[config.mk]
export PLATFORM = sky130hd
export DESIGN_NAME = uwire_prom_host
export DESIGN_NICKNAME = d
export VERILOG_FILES = /design/src/rtl/uw_pkg.sv /design/src/rtl/uw_count.sv /design/src/rtl/uw_frame.sv /design/src/rtl/uwire_prom_host.sv
export SDC_FILE = /design/constraint.sdc
export NUM_CORES = 1
export LEC_CHECK = 0
export BUFFER_PORTS_ARGS = -buffer_cell sky130_fd_sc_hd__clkbuf_2
export CORE_ASPECT_RATIO = 1.25
export CORE_MARGIN = 2
export CORE_UTILIZATION = 25
export CTS_CLUSTER_SIZE = 30
export DETAILED_ROUTE_END_ITERATION = 7
export HOLD_SLACK_MARGIN = 0.1
export PLACE_DENSITY_LB_ADDON = 0.12
export SYNTH_ARGS = -nofsm -noshare
export SYNTH_HDL_FRONTEND = slang
export SYNTH_SLANG_ARGS = --single-unit
[constraint.sdc]
create_clock -name clk -period 2.3 [get_ports clk]
set_clock_uncertainty 0.05 [all_clocks]
set_input_delay 0.23 -clock clk [delete_from_list [all_inputs] [get_ports clk]]
set_output_delay 0.23 -clock clk [all_outputs]
set_load 0.01 [all_outputs]
[src/rtl/uw_pkg.sv]
// Shared types for the three-wire PROM host engine.
// Assumes: command codes as listed in the brief.
package uw_pkg;

    typedef enum logic [2:0] {
        OP_READ      = 3'd0,
        OP_WRITE     = 3'd1,
        OP_ERASE     = 3'd2,
        OP_UNLOCK    = 3'd3,
        OP_LOCK      = 3'd4,
        OP_ERASE_ALL = 3'd5,
        OP_WRITE_ALL = 3'd6,
        OP_RSVD      = 3'd7
    } uw_op_e;

    typedef enum logic [2:0] {
        ST_IDLE,
        ST_SHIFT_LO,
        ST_SHIFT_HI,
        ST_GAP,
        ST_POLL
    } uw_state_e;

    // True for commands that start a self-timed programming cycle.
    function automatic logic uw_is_prog(uw_op_e op);
        return (op == OP_WRITE) || (op == OP_ERASE) ||
               (op == OP_ERASE_ALL) || (op == OP_WRITE_ALL);
    endfunction

endpackage

[src/rtl/uw_count.sv]
// Wrapping cycle counter: counts while en is high and flags the
// last cycle of each LIMIT-cycle window. clr restarts it at zero.
// Assumes: LIMIT >= 1.
module uw_count #(
    parameter int LIMIT = 4,
    localparam int CW   = (LIMIT < 2) ? 1 : $clog2(LIMIT)
) (
    input  logic clk,
    input  logic rst_n,
    input  logic clr,
    input  logic en,
    output logic done
);
    logic [CW-1:0] cnt_q;
    logic          at_end;

    assign at_end = (cnt_q == CW'(LIMIT - 1));
    assign done   = en && at_end;

    // Advance the window position, wrapping at LIMIT.
    always_ff @(posedge clk) begin
        if (!rst_n || clr) begin
            cnt_q <= '0;
        end else if (en) begin
            cnt_q <= at_end ? '0 : cnt_q + 1'b1;
        end
    end

    a_r4_count_in_range: assert property (@(posedge clk) disable iff (!rst_n)
        cnt_q <= CW'(LIMIT - 1));

endmodule

[src/rtl/uw_frame.sv]
// Builds the serial frame for one command, left aligned, and the
// number of clock pulses it needs. Purely combinational.
// Assumes: ADDR_W >= 2 so the extended action fits in the address.
module uw_frame import uw_pkg::*; #(
    parameter int WORD_W = 16,
    parameter int ADDR_W = 6,
    localparam int FW    = 3 + ADDR_W + WORD_W,
    localparam int CW    = $clog2(FW + 1)
) (
    input  uw_op_e            op,
    input  logic [ADDR_W-1:0] addr,
    input  logic [WORD_W-1:0] data,
    output logic [FW-1:0]     frame,
    output logic [CW-1:0]     nbits
);
    localparam logic [WORD_W-1:0]   NO_DATA = '0;
    localparam logic [ADDR_W-3:0]   EXT_PAD = '0;

    // Select opcode, address field and payload for the command.
    always_comb begin
        nbits = CW'(3 + ADDR_W);
        unique case (op)
            OP_READ:      begin frame = {3'b110, addr, NO_DATA}; nbits = CW'(FW); end
            OP_WRITE:     begin frame = {3'b101, addr, data};    nbits = CW'(FW); end
            OP_ERASE:           frame = {3'b111, addr, NO_DATA};
            OP_UNLOCK:          frame = {3'b100, 2'b11, EXT_PAD, NO_DATA};
            OP_ERASE_ALL:       frame = {3'b100, 2'b10, EXT_PAD, NO_DATA};
            OP_WRITE_ALL: begin frame = {3'b100, 2'b01, EXT_PAD, data}; nbits = CW'(FW); end
            default:            frame = {3'b100, 2'b00, EXT_PAD, NO_DATA};
        endcase
    end

endmodule

[src/rtl/uwire_prom_host.sv]
// Host engine for a three-wire serial PROM. Accepts one command at a
// time, shifts the frame out, captures read data, polls ready after
// programming, optionally appends a lock frame, then answers.
// Assumes: prom_do is synchronous to clk; SK_HALF >= 2.
module uwire_prom_host import uw_pkg::*; #(
    parameter int WORD_W        = 16,
    parameter int SK_HALF       = 2,
    parameter int CLK_PERIOD_NS = 20,
    parameter int CS_GAP_NS     = 250,
    parameter int POLL_LIMIT    = 4000,
    parameter bit AUTO_LOCK     = 1'b0,
    localparam int ADDR_W       = (WORD_W == 16) ? 6 : 7
) (
    input  logic              clk,
    input  logic              rst_n,
    input  logic              req_valid,
    output logic              req_ready,
    input  logic [2:0]        req_op,
    input  logic [ADDR_W-1:0] req_addr,
    input  logic [WORD_W-1:0] req_data,
    output logic              rsp_valid,
    output logic [WORD_W-1:0] rsp_data,
    output logic              rsp_err,
    output logic              prom_cs,
    output logic              prom_sk,
    output logic              prom_di,
    input  logic              prom_do
);
    localparam int FW      = 3 + ADDR_W + WORD_W;
    localparam int CW      = $clog2(FW + 1);
    localparam int GAP_CYC = (CS_GAP_NS + CLK_PERIOD_NS - 1) / CLK_PERIOD_NS;
    localparam int GAP_LIM = (GAP_CYC < 1) ? 1 : GAP_CYC;
    localparam logic [FW-1:0] LOCK_FRAME = {3'b100, {(FW-3){1'b0}}};

    uw_state_e         state_q;
    logic [FW-1:0]     frame_q;
    logic [CW-1:0]     left_q;
    logic [WORD_W-1:0] cap_q;
    logic              poll_pend_q, lock_pend_q, poll_first_q;
    logic              err_q, rsp_q, cs_q, sk_q;
    logic [FW-1:0]     new_frame;
    logic [CW-1:0]     new_nbits;
    logic              shifting, tick, gap_done, tmo_done;
    uw_op_e            op_in;

    assign op_in     = uw_op_e'(req_op);
    assign shifting  = (state_q == ST_SHIFT_LO) || (state_q == ST_SHIFT_HI);
    assign req_ready = (state_q == ST_IDLE);
    assign rsp_valid = rsp_q;
    assign rsp_data  = cap_q;
    assign rsp_err   = err_q;
    assign prom_cs   = cs_q;
    assign prom_sk   = sk_q;
    assign prom_di   = frame_q[FW-1];

    uw_frame #(.WORD_W(WORD_W), .ADDR_W(ADDR_W)) u_frame (
        .op(op_in), .addr(req_addr), .data(req_data),
        .frame(new_frame), .nbits(new_nbits)
    );

    uw_count #(.LIMIT(SK_HALF)) u_phase (
        .clk(clk), .rst_n(rst_n), .clr(!shifting), .en(shifting), .done(tick)
    );

    uw_count #(.LIMIT(GAP_LIM)) u_gap (
        .clk(clk), .rst_n(rst_n), .clr(state_q != ST_GAP),
        .en(state_q == ST_GAP), .done(gap_done)
    );

    uw_count #(.LIMIT(POLL_LIMIT)) u_tmo (
        .clk(clk), .rst_n(rst_n), .clr(state_q != ST_POLL),
        .en(state_q == ST_POLL), .done(tmo_done)
    );

    // Sequence frames, spacing, polling and the response strobe.
    always_ff @(posedge clk) begin
        if (!rst_n) begin
            state_q      <= ST_IDLE;
            frame_q      <= '0;
            left_q       <= '0;
            cap_q        <= '0;
            poll_pend_q  <= 1'b0;
            lock_pend_q  <= 1'b0;
            poll_first_q <= 1'b0;
            err_q        <= 1'b0;
            rsp_q        <= 1'b0;
            cs_q         <= 1'b0;
            sk_q         <= 1'b0;
        end else begin
            rsp_q <= 1'b0;
            unique case (state_q)
                ST_IDLE: if (req_valid) begin
                    frame_q     <= new_frame;
                    left_q      <= new_nbits;
                    poll_pend_q <= uw_is_prog(op_in);
                    lock_pend_q <= AUTO_LOCK && uw_is_prog(op_in);
                    err_q       <= 1'b0;
                    cs_q        <= 1'b1;
                    state_q     <= ST_SHIFT_LO;
                end
                ST_SHIFT_LO: if (tick) begin
                    sk_q    <= 1'b1;
                    state_q <= ST_SHIFT_HI;
                end
                ST_SHIFT_HI: if (tick) begin
                    sk_q    <= 1'b0;
                    cap_q   <= {cap_q[WORD_W-2:0], prom_do};
                    frame_q <= frame_q << 1;
                    left_q  <= left_q - 1'b1;
                    if (left_q == CW'(1)) begin
                        cs_q    <= 1'b0;
                        state_q <= ST_GAP;
                    end else begin
                        state_q <= ST_SHIFT_LO;
                    end
                end
                ST_GAP: if (gap_done) begin
                    if (poll_pend_q) begin
                        poll_pend_q  <= 1'b0;
                        poll_first_q <= 1'b1;
                        cs_q         <= 1'b1;
                        state_q      <= ST_POLL;
                    end else if (lock_pend_q) begin
                        lock_pend_q <= 1'b0;
                        frame_q     <= LOCK_FRAME;
                        left_q      <= CW'(3 + ADDR_W);
                        cs_q        <= 1'b1;
                        state_q     <= ST_SHIFT_LO;
                    end else begin
                        rsp_q   <= 1'b1;
                        state_q <= ST_IDLE;
                    end
                end
                ST_POLL: begin
                    poll_first_q <= 1'b0;
                    if (!poll_first_q && prom_do) begin
                        cs_q    <= 1'b0;
                        state_q <= ST_GAP;
                    end else if (tmo_done) begin
                        err_q   <= 1'b1;
                        cs_q    <= 1'b0;
                        state_q <= ST_GAP;
                    end
                end
                default: state_q <= ST_IDLE;
            endcase
        end
    end

    // ---------------- assertions ----------------
    localparam int GCW = $clog2(GAP_LIM + 1);
    logic [GCW-1:0] low_cnt_q;

    // Count chip-select low cycles, saturating at the required spacing.
    always_ff @(posedge clk) begin
        if (!rst_n)                       low_cnt_q <= GCW'(GAP_LIM);
        else if (cs_q)                    low_cnt_q <= '0;
        else if (low_cnt_q < GCW'(GAP_LIM)) low_cnt_q <= low_cnt_q + 1'b1;
    end

    a_r6_cs_low_spacing: assert property (@(posedge clk) disable iff (!rst_n)
        $rose(prom_cs) |-> (low_cnt_q >= GCW'(GAP_LIM)));

    a_r2_cs_rise_clk_low: assert property (@(posedge clk) disable iff (!rst_n)
        $rose(prom_cs) |-> !prom_sk);

    a_r11_clk_only_selected: assert property (@(posedge clk) disable iff (!rst_n)
        prom_sk |-> prom_cs);

    a_r4_di_stable_clk_high: assert property (@(posedge clk) disable iff (!rst_n)
        (prom_sk && $past(prom_sk)) |-> $stable(prom_di));

    a_r10_busy_not_ready: assert property (@(posedge clk) disable iff (!rst_n)
        prom_cs |-> !req_ready);

    a_r10_rsp_pulse: assert property (@(posedge clk) disable iff (!rst_n)
        rsp_valid |=> !rsp_valid);

    a_r7_poll_clock_idle: assert property (@(posedge clk) disable iff (!rst_n)
        (state_q == ST_POLL) |-> (!prom_sk && prom_cs));

endmodule

==> out/qor.yml <==
place.gp.congestion: 0.7041
ys_seq_area_frac: 0.4276
cts_tree: "yes"
whs_endpoint: "frame_q[1]"
critPathKind: "flop to flop"
status: "complete, no violations"
avgSynthCellArea_um2: 8.385
timing.rr.start: "state_q[1]"
fin_cells: 639
maxCapViolCount: 0
n_fill_cell: 1398
finalSetupTns_ns: 0
cts_sinks: 72
overflow: 0
drc: 0
dieArea_um2: 14430
place_inst: 606
num_antenna_cells: 0
cts_setup_buffers: 0
grt_first_pass_wirelength_um: 13890
clk_latency_ns: 0.33
worstHoldStart: "req_data[1]"
rsz0062_at_grt: "no"
seqCellArea_um2: 1441
wl_met1_um: 3930
antenna_found_initial: 0
numCtsBuffers: 9
synth.most_common_cell: "nand2_1"
grt.total_usage: 0.1221
startpoint_type: "flop"
endpoint_kind: "flop"
route.top_layer_used: "met4"
clockBufferDepth: 2
via_per_inst: 4.567
totalPowerFinal_mw: 3.441
first_pass_iters: 5
crit_required_ns: 2.51
hp-class: "input port to flop"
synth_cell_types: 61
reg2reg_depth: 5
synth_edf_count: 0
vias: 2918
yosysWarnings: 0
hpwl_um: 5639
drv_slew: 0
drive_gt1_frac: 0.1966
ys_ff_latch: 72
die_y_um: 133.8
finalCritPeriodShare: 0.8960
start_util: 0.2548
max_freq_mhz: 485.2
io_buffers: 50
die_w_um: 107.9
rows: 47
rrSetupSlack_ns: 0.24
synth.area.top_cells: "dfxtp_1 43%, nand2_1 9.2%, nand3_1 4.3%, a31oi_1 4.3%, a21oi_1 3.7%"
place_area_um2: 3755
synthTopCellsByCount: "83 x nand2_1, 72 x dfxtp_1, 30 x nor2_1, 29 x nand3_1, 25 x a21oi_1"
area_growth_pct: 25.09
grt_start_max_net_pins: 45
yosysTopAreaCellShare: 0.4276
whs_path_depth: 3
cts_resized: 0
syn-instance-count: 402
multi_input_area_um2: 1713
drt_iter0_drc: 143
grt_pass1_vias: 2780
clockRootBuffer: "clkbuf_16"
synth_nets: 440
clkTransAtPathRegs_ns: 0.06
wl_per_cell_um: 13.22
async_flop_share: 0
relSlewSlack: 0.5285
synthFlopType: "dfxtp_1"
synth_area_um2: 3371
whs_ns: 0.1256
io_pins: 51
synth_top_cell_by_area: "dfxtp_1"
nets: 504
wl_met2_um: 4108
critical_path_arrival_ns: 2.27
core-area_um2: 13230
tightest_slew_ns: 0.7072
setup_violations: 0
worst-path-max-fanout: 19
met3WireLength_um: 287
ctsHtreeMaxLevel: 3
hold_viol: 0
power.density_nw_per_um2: 816.0
period_needed_ns: 2.061
final_area_um2: 4217
wl_um: 8446
r2r_end: "frame_q[5]"
p_leak_nw: 1.520
ir_drop_mv: 0.3726
drtAntennaViolNets: 0
## what timing repair did
| action | in CTS | in global routing |
|---|---|---|
| hold buffers | 20 | 0 |
| endpoints found under the hold margin | 20 | 0 |
| setup endpoints to repair | 0 | 0 |
## sequential cells by signal, summed over array words and instances (netlist names), 3 cells and up
register,count
frame_q,25
left_q,5
rsp_data,16
state_q,3
u_gap.cnt_q,4
u_tmo.cnt_q,12
## cell families (layout without fill, tap and decap cells)
kind of cell / count (synthesis) / in the layout / share of synthesized area
compound gates: 79 / 79 / 0.1526
xor+xnor: 13 / 13 / 0.03378
fa+ha+maj: 9 / 9 / 0.03341
buf+inv: 40 / 106 / 0.07016
flops: 72 / 72 / 0.4276
mux: 4 / 4 / 0.01188
simple gates: 185 / 185 / 0.2706
## metal layers
| metal | track usage | vias up |
|---|---|---|
| met5 | 0 | - |
| met4 | 0.04915 | 0 |
| met3 | 0.03499 | 9 |
| met2 | 0.2020 | 57 |
| met1 | 0.1483 | 1336 |
| li1 | - | 1516 |
## cell usage in the layout (no fill, tap or decap), types with 2 or more instances in the layout
cell type | synthesis | routed
o221a_2 | 2 | 2
a21o_1 | 2 | 2
nand2b_1 | 3 | 3
dlygate4sd3_1 | 0 | 20
nor3_1 | 8 | 7
nor3b_1 | 2 | 2
xnor2_1 | 9 | 9
mux2i_1 | 4 | 4
or4b_1 | 2 | 2
xor2_1 | 4 | 4
clkbuf_8 | 6 | 2
ha_1 | 9 | 9
or2b_2 | 2 | 2
dfxtp_1 | 72 | 72
a21oi_1 | 25 | 25
nand4b_1 | 2 | 2
nor2_1 | 30 | 30
clkbuf_2 | 0 | 50
nor4_1 | 2 | 2
o21ai_0 | 9 | 9
clkbuf_16 | 0 | 9
a31oi_1 | 23 | 23
o211ai_1 | 3 | 3
nand2_1 | 83 | 83
nand3_1 | 29 | 29
buf_4 | 1 | 9
nor3_2 | 1 | 2
inv_1 | 13 | 13
nor3b_2 | 2 | 2
nand4_1 | 3 | 3
## worst max-delay path, cell delays in order, from the launching register on
cell,delay [ns]
dfxtp_1,0.52
mux2i_1,0.30
or3_1,0.61
buf_4,0.27
nand2_1,0.06
a31oi_1,0.16
## how the worst max path moves through the flow
stage	start	endpoint	slack, ns	cells past startpoint
3_3_place_gp	state_q[1]	frame_q[7]	0.32	4
5_1_grt	state_q[1]	frame_q[4]	0.04	5
2_1_floorplan	state_q[2]	u_tmo.cnt_q[11]	0.70	4
3_5_place_dp	state_q[1]	frame_q[6]	0.25	5
6_report	state_q[1]	frame_q[5]	0.24	5
4_1_cts	state_q[1]	frame_q[5]	0.24	5
## cell type report
cell class,count,share of cell area
Clock inverter,1,0.001187
Multi-Input combinational cell,290,0.4062
Timing Repair Buffer,80,0.1276
Inverter,13,0.01157
Tap cell,171,0.05074
Sequential cell,72,0.3418
Clock buffer,12,0.06083
## report_power, final
group	total (mW)	switching (mW)	internal, mW
clock network	1.27	0.497	0.768
logic	0.755	0.445	0.310
registers	1.42	0.0869	1.33
total	3.44	1.03	2.41
## stage by stage
stage | worst slack [ns] | util
finish | 0.2392 | 0.3187
global placement | 0.3185 | 0.2838
floorplan | 0.6974 | -
CTS | 0.2355 | 0.3187
global route | 0.04337 | 0.3187
detailed placement | 0.2484 | 0.2838
No activity file was read; power rests on OpenSTA's default activity.
